File: src/rtl/uart_tx_pkg.sv
package uart_tx_pkg;
  localparam int MODE_W = 10;
  localparam int CTRL_W = 9;
  localparam int DATA_W = 8;
  localparam int LEN_W  = 4;
  localparam int FLEN_W = 5;

  localparam int CMD_RST     = 1;
  localparam int CMD_EN      = 4;
  localparam int CMD_DIS     = 5;
  localparam int CMD_BRK_ON  = 7;
  localparam int CMD_BRK_OFF = 8;

  typedef enum logic [2:0] {
    ST_IDLE, ST_START, ST_DATA, ST_PAR, ST_STOP, ST_GUARD
  } tx_state_e;

  function automatic logic [LEN_W-1:0] char_bits(input logic [MODE_W-1:0] m);
    case (m[2:1])
      2'b10:   char_bits = 4'd7;
      2'b11:   char_bits = 4'd6;
      default: char_bits = 4'd8;
    endcase
  endfunction

  function automatic logic par_on(input logic [MODE_W-1:0] m);
    par_on = !m[5];
  endfunction

  function automatic logic two_stop(input logic [MODE_W-1:0] m);
    two_stop = m[7];
  endfunction

  function automatic logic loop_on(input logic [MODE_W-1:0] m);
    loop_on = (m[9:8] == 2'b10);
  endfunction

  function automatic logic [FLEN_W-1:0] frame_bits(input logic [MODE_W-1:0] m);
    frame_bits = 5'd2 + {1'b0, char_bits(m)} + {4'd0, par_on(m)} + {4'd0, two_stop(m)};
  endfunction

  function automatic logic par_bit(input logic [MODE_W-1:0] m, input logic [DATA_W-1:0] d);
    logic [DATA_W-1:0] mask;
    logic x;
    mask = 8'hFF >> (4'd8 - char_bits(m));
    x = ^(d & mask);
    case (m[4:3])
      2'b00:   par_bit = x;
      2'b01:   par_bit = ~x;
      2'b10:   par_bit = 1'b0;
      default: par_bit = 1'b1;
    endcase
  endfunction
endpackage

File: src/rtl/uart_tx_fifo.sv
module uart_tx_fifo #(
  parameter int W     = 8,
  parameter int DEPTH = 16
) (
  input  logic         clk_i,
  input  logic         rst_ni,
  input  logic         flush_i,
  input  logic         push_i,
  input  logic [W-1:0] wdata_i,
  input  logic         pop_i,
  output logic [W-1:0] rdata_o,
  output logic         full_o,
  output logic         empty_o
);
  localparam int AW = (DEPTH > 1) ? $clog2(DEPTH) : 1;
  localparam int CW = AW + 1;
  localparam logic [AW-1:0] LAST = AW'(DEPTH - 1);

  logic [W-1:0]  mem_q [DEPTH];
  logic [AW-1:0] wptr_q, rptr_q;
  logic [CW-1:0] cnt_q;
  logic          push_ok, pop_ok;

  assign full_o  = (cnt_q == CW'(DEPTH));
  assign empty_o = (cnt_q == '0);
  assign push_ok = push_i && !full_o;
  assign pop_ok  = pop_i && !empty_o;
  assign rdata_o = mem_q[rptr_q];

  always_ff @(posedge clk_i or negedge rst_ni) begin
    if (!rst_ni) begin
      wptr_q <= '0;
      rptr_q <= '0;
      cnt_q  <= '0;
    end else if (flush_i) begin
      wptr_q <= '0;
      rptr_q <= '0;
      cnt_q  <= '0;
    end else begin
      if (push_ok) wptr_q <= (wptr_q == LAST) ? '0 : wptr_q + 1'b1;
      if (pop_ok)  rptr_q <= (rptr_q == LAST) ? '0 : rptr_q + 1'b1;
      case ({push_ok, pop_ok})
        2'b10:   cnt_q <= cnt_q + 1'b1;
        2'b01:   cnt_q <= cnt_q - 1'b1;
        default: cnt_q <= cnt_q;
      endcase
    end
  end

  always_ff @(posedge clk_i) begin
    if (push_ok && !flush_i) mem_q[wptr_q] <= wdata_i;
  end

  p_pop_nonempty_r9: assert property (@(posedge clk_i) disable iff (!rst_ni)
    pop_i |-> !empty_o);
  p_count_bound_r9: assert property (@(posedge clk_i) disable iff (!rst_ni)
    cnt_q <= CW'(DEPTH));
  p_full_drop_r9: assert property (@(posedge clk_i) disable iff (!rst_ni)
    full_o && push_i && !pop_i && !flush_i |=> full_o);
endmodule

File: src/rtl/uart_tx_framer.sv
module uart_tx_framer
  import uart_tx_pkg::*;
(
  input  logic              clk_i,
  input  logic              rst_ni,
  input  logic              tick_i,
  input  logic              en_i,
  input  logic              brk_i,
  input  logic              brk_end_i,
  input  logic              abort_i,
  input  logic [MODE_W-1:0] mode_i,
  input  logic              avail_i,
  input  logic [DATA_W-1:0] data_i,
  output logic              pop_o,
  output logic              line_o
);
  tx_state_e         state_q;
  logic [DATA_W-1:0] sh_q;
  logic [LEN_W-1:0]  cnt_q, len_q;
  logic              par_en_q, par_q, two_q, stop2_q, line_q;
  logic [FLEN_W-1:0] gcnt_q;
  logic              slot, hold;

  // a new frame may begin in this tick slot
  assign slot = (state_q == ST_IDLE)
             || (state_q == ST_STOP && (!two_q || stop2_q))
             || (state_q == ST_GUARD && gcnt_q == 5'd1);
  assign hold   = abort_i || brk_end_i || brk_i;
  assign pop_o  = tick_i && !hold && slot && en_i && avail_i;
  assign line_o = line_q;

  always_ff @(posedge clk_i or negedge rst_ni) begin
    if (!rst_ni) begin
      state_q  <= ST_IDLE;
      sh_q     <= '0;
      cnt_q    <= '0;
      len_q    <= 4'd8;
      par_en_q <= 1'b0;
      par_q    <= 1'b0;
      two_q    <= 1'b0;
      stop2_q  <= 1'b0;
      gcnt_q   <= '0;
      line_q   <= 1'b1;
    end else if (abort_i) begin
      state_q <= ST_IDLE;
      line_q  <= 1'b1;
    end else if (brk_end_i) begin
      state_q <= ST_GUARD;
      gcnt_q  <= frame_bits(mode_i) + 5'd1;
      line_q  <= 1'b1;
    end else if (brk_i) begin
      state_q <= ST_IDLE;
      line_q  <= 1'b1;
    end else if (tick_i) begin
      if (pop_o) begin
        sh_q     <= data_i;
        len_q    <= char_bits(mode_i);
        par_en_q <= par_on(mode_i);
        par_q    <= par_bit(mode_i, data_i);
        two_q    <= two_stop(mode_i);
        line_q   <= 1'b0;
        state_q  <= ST_START;
      end else if (slot) begin
        state_q <= ST_IDLE;
        line_q  <= 1'b1;
      end else begin
        case (state_q)
          ST_START: begin
            line_q  <= sh_q[0];
            sh_q    <= sh_q >> 1;
            cnt_q   <= 4'd1;
            state_q <= ST_DATA;
          end
          ST_DATA: begin
            if (cnt_q == len_q) begin
              stop2_q <= 1'b0;
              if (par_en_q) begin
                line_q  <= par_q;
                state_q <= ST_PAR;
              end else begin
                line_q  <= 1'b1;
                state_q <= ST_STOP;
              end
            end else begin
              line_q <= sh_q[0];
              sh_q   <= sh_q >> 1;
              cnt_q  <= cnt_q + 1'b1;
            end
          end
          ST_PAR: begin
            line_q  <= 1'b1;
            state_q <= ST_STOP;
          end
          ST_STOP:  stop2_q <= 1'b1;
          ST_GUARD: gcnt_q  <= gcnt_q - 1'b1;
          default:  state_q <= ST_IDLE;
        endcase
      end
    end
  end

  p_start_low_r1: assert property (@(posedge clk_i) disable iff (!rst_ni)
    pop_o |=> !line_o);
  p_no_pop_in_brk_r6: assert property (@(posedge clk_i) disable iff (!rst_ni)
    brk_i |-> !pop_o);
  p_tick_paced_r11: assert property (@(posedge clk_i) disable iff (!rst_ni)
    !$stable(line_o) |-> $past(tick_i) || $past(abort_i) || $past(brk_i) || $past(brk_end_i));
endmodule

File: src/rtl/uart_frame_tx.sv
module uart_frame_tx
  import uart_tx_pkg::*;
#(
  parameter int FIFO_DEPTH = 16
) (
  input  logic              clk_i,
  input  logic              rst_ni,
  input  logic              baud_tick_i,
  input  logic              mode_wr_i,
  input  logic [MODE_W-1:0] mode_i,
  input  logic              ctrl_wr_i,
  input  logic [CTRL_W-1:0] ctrl_i,
  input  logic              data_wr_i,
  input  logic [DATA_W-1:0] data_i,
  input  logic              rxd_i,
  output logic              txd_o,
  output logic              rx_o,
  output logic              tx_full_o,
  output logic              tx_empty_o
);
  logic [MODE_W-1:0] mode_q;
  logic              en_q, brk_q;
  logic              tx_rst, brk_end, pop, line;
  logic [DATA_W-1:0] head;
  logic              ctrl_unused;

  assign ctrl_unused = ^{ctrl_i[0], ctrl_i[3:2], ctrl_i[6]};
  assign tx_rst  = ctrl_wr_i && ctrl_i[CMD_RST];
  assign brk_end = ctrl_wr_i && ctrl_i[CMD_BRK_OFF] && brk_q;

  always_ff @(posedge clk_i or negedge rst_ni) begin
    if (!rst_ni) begin
      mode_q <= '0;
      en_q   <= 1'b0;
      brk_q  <= 1'b0;
    end else begin
      if (mode_wr_i) mode_q <= mode_i;
      if (ctrl_wr_i) begin
        if (ctrl_i[CMD_DIS])     en_q <= 1'b0;
        else if (ctrl_i[CMD_EN]) en_q <= 1'b1;
        if (ctrl_i[CMD_BRK_OFF])     brk_q <= 1'b0;
        else if (ctrl_i[CMD_BRK_ON]) brk_q <= 1'b1;
      end
    end
  end

  uart_tx_fifo #(.W(DATA_W), .DEPTH(FIFO_DEPTH)) u_fifo (
    .clk_i   (clk_i),
    .rst_ni  (rst_ni),
    .flush_i (tx_rst),
    .push_i  (data_wr_i),
    .wdata_i (data_i),
    .pop_i   (pop),
    .rdata_o (head),
    .full_o  (tx_full_o),
    .empty_o (tx_empty_o)
  );

  uart_tx_framer u_framer (
    .clk_i     (clk_i),
    .rst_ni    (rst_ni),
    .tick_i    (baud_tick_i),
    .en_i      (en_q),
    .brk_i     (brk_q),
    .brk_end_i (brk_end),
    .abort_i   (tx_rst),
    .mode_i    (mode_q),
    .avail_i   (!tx_empty_o),
    .data_i    (head),
    .pop_o     (pop),
    .line_o    (line)
  );

  assign txd_o = brk_q ? 1'b0 : line;
  assign rx_o  = loop_on(mode_q) ? txd_o : rxd_i;

  p_dis_wins_r5: assert property (@(posedge clk_i) disable iff (!rst_ni)
    ctrl_wr_i && ctrl_i[CMD_DIS] |=> !en_q);
  p_flush_r8: assert property (@(posedge clk_i) disable iff (!rst_ni)
    tx_rst |=> tx_empty_o && txd_o == !brk_q);
  p_brk_low_r6: assert property (@(posedge clk_i) disable iff (!rst_ni)
    ctrl_wr_i && ctrl_i[CMD_BRK_ON] && !ctrl_i[CMD_BRK_OFF] |=> !txd_o);
endmodule

File: config.mk
export PLATFORM = sky130hd
export DESIGN_NAME = uart_frame_tx
export DESIGN_NICKNAME = d
export VERILOG_FILES = /design/src/rtl/uart_tx_pkg.sv /design/src/rtl/uart_tx_fifo.sv /design/src/rtl/uart_tx_framer.sv /design/src/rtl/uart_frame_tx.sv
export SDC_FILE = /design/constraint.sdc
export NUM_CORES = 1
export LEC_CHECK = 0
export BUFFER_PORTS_ARGS = -buffer_cell sky130_fd_sc_hd__buf_2
export CORE_MARGIN = 5
export CORE_UTILIZATION = 60
export DETAILED_ROUTE_END_ITERATION = 10
export HOLD_SLACK_MARGIN = 0.1
export PLACE_DENSITY = 0.78
export RECOVER_POWER = 100
export SYNTH_ARGS = -nofsm -noshare
export SYNTH_HDL_FRONTEND = slang
export SYNTH_SLANG_ARGS = --single-unit
File: constraint.sdc
create_clock -name clk_i -period 3.96 [get_ports clk_i]
set_input_delay 0.594 -clock clk_i [delete_from_list [all_inputs] [get_ports clk_i]]
set_output_delay 0.594 -clock clk_i [all_outputs]
set_load 0.1 [all_outputs]
**Word-level counts from Yosys, hierarchy flattened**

Memory sizes are Yosys's and may differ from the RTL's.
Cells that the tools add are included.

- Flip-flop bits (word level): 54
- Bits in writable memories: 128
- Bits of input ports: 34
- Output and inout port bits: 4
- Logic and storage cells: 168
- Memories kept: 1

- $add $sub $neg: 11
- Equal/unequal tests: 26
- Shift operators: 1
- Muxes and demuxes: 57
- Bitwise logic cells: 7
- Reductions and logical operators: 49

Memory list:

| name | depth | bits a word | rd ports | clocked after memory_dff | write ports | RTL line | text |
|---|---|---|---|---|---|---|---|
| u_fifo.mem_q | 16 | 8 | 1 | 0 | 1 | uart_tx_fifo.sv:19 | `logic [W-1:0] mem_q [DEPTH];` |

Operators by type and width:

| cell | count |
|---|---|
| two-way mux 4 bit | 14 |
| two-way mux 5 bit | 7 |
| two-way mux 3 bit | 8 |
| two-way mux 8 bit | 3 |
| two-way mux 1 bit | 17 |
| one-hot mux 4 bit (2 select lines) | 2 |
| one-hot mux 8 bit (2 select lines) | 1 |
| AND reduction 8 bit | 2 |
| nonzero test 2 bit | 8 |
| adder 4 x 1 -> 4 bit, second input constant | 3 |
| logical AND 1 bit | 12 |
| one-hot mux 3 bit (4 select lines) | 1 |
| adder 5 x 1 -> 5 bit | 2 |
| adder 5 x 1 -> 5 bit, second input constant | 2 |
| equality test 2 bit, second input constant | 5 |
| one-hot mux 5 bit (2 select lines) | 1 |
| subtractor 5 x 1 -> 5 bit, second input constant | 2 |
| AND 8 bit | 1 |
| equality test 4 bit, second input constant | 2 |
| != test 2 x 1 -> 1 bit, second input constant | 4 |
| nonzero test 8 bit | 1 |
| parity 8 bit | 1 |
| right shift 8 x 4 -> 8 bit, first input constant | 1 |
| != test 7 x 4 -> 1 bit, second input constant | 1 |
| other kinds (28) | 50 |

**Longest topological paths before layout**

- Word-level depth: 20
- Depth in mapped cells: 15
- Mapped depth without buffers: 14

**Modules after synthesis**

Synthesis repeated with hierarchy kept, for this count alone.

- Cell total of the unflattened synthesis: 585
- Area total of the unflattened synthesis: 8197.9 um2

Modules (own cells, without submodules):

| module | instances | cells an instance | area an instance (um2) | sequential area each (um2) |
|---|---|---|---|---|
| uart_tx_fifo | 1 | 359 | 5903.2 | 4169.0 |
| uart_tx_framer | 1 | 193 | 1769.2 | 703.2 |
| uart_frame_tx | 1 | 33 | 525.5 | 300.3 |

**Least setup slack after synthesis**

Ideal clock, no wire load.

- Kind: reg-to-reg
- Start point: register u_fifo.cnt_q[1]
- End point: register u_fifo.cnt_q[4]
- Library setup time: 0.132 ns
- Arrival time: 4.005 ns
- Data required time: 3.828 ns
- Path slack: -0.177 ns
- Cell stages (with the launch flop): 14
- Path buffers: 1
- Period minus slack after synthesis: 4.137 ns
- Path through: dfrtp_1 nor4_1 nor2b_1 nor2_1 nand3_1 clkbuf_1 nor2_1 fa_1 a21o_1 a21oi_1 or3_1 nand2_1 xnor2_1 nor2_1

- Word-level cells in the longest chain between the ends: 7
- Elaborated cells on any way between the ends: 14
- Those cells by class: 2 x add/sub; 3 x eq/ne; 2 x mux; 7 x reduce/logical

RTL lines:

| item | RTL line | text |
|---|---|---|
| start, declared | uart_tx_fifo.sv:21 | `logic [CW-1:0] cnt_q;` |
| start signal, assigned | uart_tx_fifo.sv:43 | `2'b10: cnt_q <= cnt_q + 1'b1;` |
| start signal, assigned | uart_tx_fifo.sv:44 | `2'b01: cnt_q <= cnt_q - 1'b1;` |
| start signal, assigned | uart_tx_fifo.sv:45 | `default: cnt_q <= cnt_q;` |
| zero test 5 bit * | uart_tx_fifo.sv:25 | `assign empty_o = (cnt_q == '0);` |
| named net tx_empty_o | uart_frame_tx.sv:19 | `output logic tx_empty_o` |
| zero test 1 bit * | uart_tx_fifo.sv:27, uart_frame_tx.sv:68 |  |
| logical AND 1 bit | uart_tx_framer.sv:29 | `assign pop_o = tick_i && !hold && slot && en_i && avail_i;` |
| logical AND 1 bit * | uart_tx_fifo.sv:27 | `assign pop_ok = pop_i && !empty_o;` |
| equality test 2 x 1 -> 1 bit or equality test 2 bit (tied branches) | uart_tx_fifo.sv:42 | `case ({push_ok, pop_ok})` |
| one-hot mux 5 bit (2 select lines) | uart_tx_fifo.sv:42 |  |
| two-way mux 5 bit | uart_tx_fifo.sv:35 | `end else if (flush_i) begin` |

Mark *: on every way through the listed nets, which the timed path passes. The rest lies on a longest branch.
A chain may end at the register's enable or synchronous reset.

**Worst setup path in the final report**

- Start point: register u_framer.gcnt_q[1]
- End point: register u_fifo.rptr_q[3]

- Word-level cells in the longest chain between the ends: 8

RTL lines:

| item | RTL line | text |
|---|---|---|
| start, declared | uart_tx_framer.sv:21 | `logic [FLEN_W-1:0] gcnt_q;` |
| start signal, assigned | uart_tx_framer.sv:49 | `gcnt_q <= frame_bits(mode_i) + 5'd1;` |
| start signal, assigned | uart_tx_framer.sv:95 | `ST_GUARD: gcnt_q <= gcnt_q - 1'b1;` |
| equality test 5 x 1 -> 1 bit | uart_tx_framer.sv:27 | `\|\| (state_q == ST_GUARD && gcnt_q == 5'd1);` |
| logical AND 1 bit | uart_tx_framer.sv:27 |  |
| logical OR 1 bit | uart_tx_framer.sv:27 |  |
| logical AND 1 bit (3 in a row) | uart_tx_framer.sv:29 |  |
| logical AND 1 bit | uart_tx_fifo.sv:27 |  |
| nonzero test 2 bit (no source line) | - |  |
| end signal, assigned | uart_tx_fifo.sv:41 | `if (pop_ok) rptr_q <= (rptr_q == LAST) ? '0 : rptr_q + 1'b1;` |
| end, declared | uart_tx_fifo.sv:20 | `logic [AW-1:0] wptr_q, rptr_q;` |

No other way between the ends.

==> results by group <==
Hold path
  – Worst hold path type: input port to register

Yosys
  – Post-Synthesis Cells: 559
  – Synth area leader: edfxtp_1
  – Top_reg_cell synth: edfxtp_1
  – EDFF count, synth: 128
  – Netlist cell types: 57
  – Seq cells post-synth: 179
  – Synthesized net count: 609
  – Post-Syn Area: 0.00803 mm²
  – Number of synthesis warnings: 0
  – Share of synthesized flip-flops with an asynchronous set or reset: 28.5%
  – Synth area leaders: edfxtp_1, dfrtp_1, mux4_1
  – Post-synthesis sequential area ratio: 63.8%
  – Yosys top cell area share: 47.9%
  – Synthesized area per cell: 14.4 µm²

Timing
  – Clock Skews: 0.00895 ns
  – Final setup vio count: 0
  – Slew @ Worst Pin: 2.73 ns
  – RSZ-0062 raised after global routing: false
  – Final Critical Period: 3.43 ns
  – Fmax: 292 MHz
  – Final hold slack: 0.339 ns
  – Final Max Tran Viols: 52
  – Slew HR: -81.9%
  – Setup_tns: 0 ns
  – Final hold violation count: 0
  – Final period utilization: 86.6%
  – Worst setup margin: 0.531 ns

CTS
  – CTS Buffer Depth: 2
  – Clock sinks: 179
  – CTS tree: built
  – PostCTS Resize Cnt: 0
  – CTS H-tree lvls: 4
  – Post-CTS Setup Bufs: 0
  – Worst skew pair latency: 0.43 ns
  – Hold-fix buffers, CTS: 0
  – Total CTS buffers: 17
  – Root buf cell: clkbuf_16
  – Reg clk slew, reported paths: 0.06 ns

Layout
  – Most common cell after layout, fill and taps aside: edfxtp_1
  – Filler Cells Inserted: 882
  – Layout cells sized above 1: 14.0%
  – Layout Area Growth over Synthesis: 10.3%
  – Ant diodes: 0
  – Multi-input combinational cell area: 0.00270 mm²
  – Register Area: 0.00512 mm²
  – Commonest non-fill, non-tap cells in the layout: edfxtp_1, nand2_1, dfrtp_1
  – Nets@finish: 645
  – Design area: 0.00886 mm²

Place
  – PortBufs: 31
  – Worst slack, placed: 0.719 ns
  – Cell Area, Placed: 0.00834 mm²
  – GP Congestion: 0.840
  – Detail Placement HPWL: 10.2 mm

Die
  – Overall die width: 126 µm
  – Core ar.: 0.0132 mm²
  – I/O pin count: 38
  – Die H: 126 µm
  – Site Rows: 42
  – Die area: 0.0158 mm²
  – Initial Util: 60.9%

Setup path
  – Worst EP required: 4.31 ns
  – WP buf/inv: 2
  – WP data arrival: 3.77 ns
  – WS Path Type: register to register
  – Crit-path slowest cell: or4b_2
  – Crit-path max FO: 12
  – Critical Path End Type: register
  – Worst-path cell chain: inv_1, ha_1, or4b_2, o22ai_1, and2_0, and3_1, clkbuf_1, nand2_1, or3_1, a21oi_1
  – Critical path's top delay family: simple AND/OR/NAND/NOR gates
  – Crit-path max cell delay: 0.62 ns
  – Setup crit start kind: register

Detailed routing
  – Remaining DRCs: 0
  – Via density: 6.03
  – 1st-iter DRT viols: 430
  – WL/cell: 19.8 µm
  – Final WL: 15.5 mm
  – Post-DRT Antenna Nets: 0
  – DR pass1 iterations: 5
  – Via Count: 4724

Power
  – Pint: 3.52 mW
  – Comb pwr share: 21.0%
  – Clk pwr share: 31.7%
  – Total power: 5.01 mW
  – Max rail drop VDD: 0.000405 V
  – LEAKAGE: 3.17 nW
  – Psw: 1.49 mW
  – Power Density: 566 mW/mm²
  – Switch share: 29.7%
  – Sequential power share: 47.4%

Global route
  – Initial antenna violation count: 0
  – Busiest grt layer: met2
  – Met3 Use GR: 4.91%
  – Total GRT Usage: 20.5%
  – GRT Residual Overflow: 0
  – Global-route wire length before repair: 24.9 mm
  – Vias in the first global route: 4664
  – GR Layer Usage met2: 34.7%
  – Largest net degree at the start of global routing: 52
  – Met1 global-route usage: 26.6%

Job
  – Max Cap Violations: 1

Run status
  – Status: complete, but fails checks
  – Failing checks: capacitance limit, slew limit
-- cell type report --
cell class | count | area share (%)
clock buffer | 19 | 4.89
clock inverter | 13 | 1.41
inverter | 13 | 0.551
multi-input combinational | 342 | 30.5
sequential | 179 | 57.9
tap | 176 | 2.49
timing repair buffer | 42 | 2.35
-- flip-flops by register name (all words and copies together) (netlist names), 3 cells and up --
| register | cells |
|---|---|
| mode_q | 8 |
| u_fifo.cnt_q | 5 |
| u_framer.sh_q | 8 |
| u_framer.state_q | 3 |
| u_framer.gcnt_q | 5 |
| u_fifo.mem_q | 128 |
| u_framer.len_q | 3 |
| u_fifo.wptr_q | 4 |
| u_fifo.rptr_q | 4 |
| u_framer.cnt_q | 4 |
-- power by group through the flow --
stage	sequential [mW]	clock [mW]	combinational (mW)
5_1_grt	2.40	1.71	1.16
6_report	2.37	1.59	1.05
3_3_place_gp	2.39	0	1.02
2_1_floorplan	2.35	0	0.880
3_5_place_dp	2.40	0	1.06
4_1_cts	2.37	1.60	1.07
-- final timing paths --
path | startpoint | to | slack [ns] | cells past startpoint
setup / recovery | u_framer.gcnt_q[1] | u_fifo.rptr_q[3] | 0.53 | 10
hold / removal | ctrl_i[5] | en_q | 0.34 | 2
setup reg to reg | u_framer.gcnt_q[1] | u_fifo.rptr_q[3] | 0.53 | 10
hold reg to reg | mode_q[5] | u_framer.par_en_q | 0.48 | 1
max in group asynchronous | rst_ni | u_fifo.rptr_q[0] | 1.18 | 1
min in group asynchronous | rst_ni | u_fifo.cnt_q[1] | 1.03 | 1
-- cell usage after synthesis, drive strengths merged, types with 2 or more instances --
| library cell | number |
|---|---|
| buf | 9 |
| ha | 14 |
| xnor2 | 12 |
| a221o | 4 |
| mux2i | 27 |
| a311oi | 2 |
| nand2 | 50 |
| nor2b | 7 |
| nor4 | 2 |
| nand3 | 7 |
| clkbuf | 16 |
| and3 | 2 |
| dfrtp | 49 |
| mux2 | 10 |
| nor2 | 46 |
| o21ai | 36 |
| fa | 2 |
| edfxtp | 128 |
| o41ai | 2 |
| dfstp | 2 |
| and2 | 4 |
| inv | 13 |
| nor3b | 4 |
| nand2b | 5 |
| a221oi | 4 |
| xor2 | 6 |
| mux4 | 24 |
| a22oi | 2 |
| a22o | 2 |
| nor3 | 6 |
| a21o | 4 |
| or3 | 7 |
| a21oi | 34 |
| a211oi | 2 |
-- cell families (layout without fill, tap and decap cells) --
| kind of cell | after synthesis | count (layout) | share of synthesized area [%] |
|---|---|---|---|
| flip-flops | 179 | 179 | 63.8 |
| buffers and inverters | 38 | 87 | 2.65 |
| AND/OR/NAND/NOR | 147 | 147 | 8.59 |
| AO/OA/AOI/OAI | 100 | 100 | 7.99 |
| adder cells (fa/ha/maj) | 16 | 16 | 2.68 |
| XOR/XNOR | 18 | 18 | 2.06 |
| multiplexers | 61 | 61 | 12.2 |
-- routing by layer --
metal / routed length, µm / up-vias
met1: 6350 / 2344
met3: 890 / 24
met5: 0 / -
met4: 249 / 0
li1: - / 2186
met2: 8000 / 170
-- per-stage QoR --
| step | util [%] | std cells |
|---|---|---|
| 2_1_floorplan | - | 559 |
| 3_3_place_gp | 63.2 | 752 |
| 3_5_place_dp | 63.2 | 752 |
| 4_1_cts | 67.5 | 784 |
| 5_1_grt | 67.1 | 784 |
| 6_report | 67.1 | 784 |
Power figures use the tool's default switching activity.
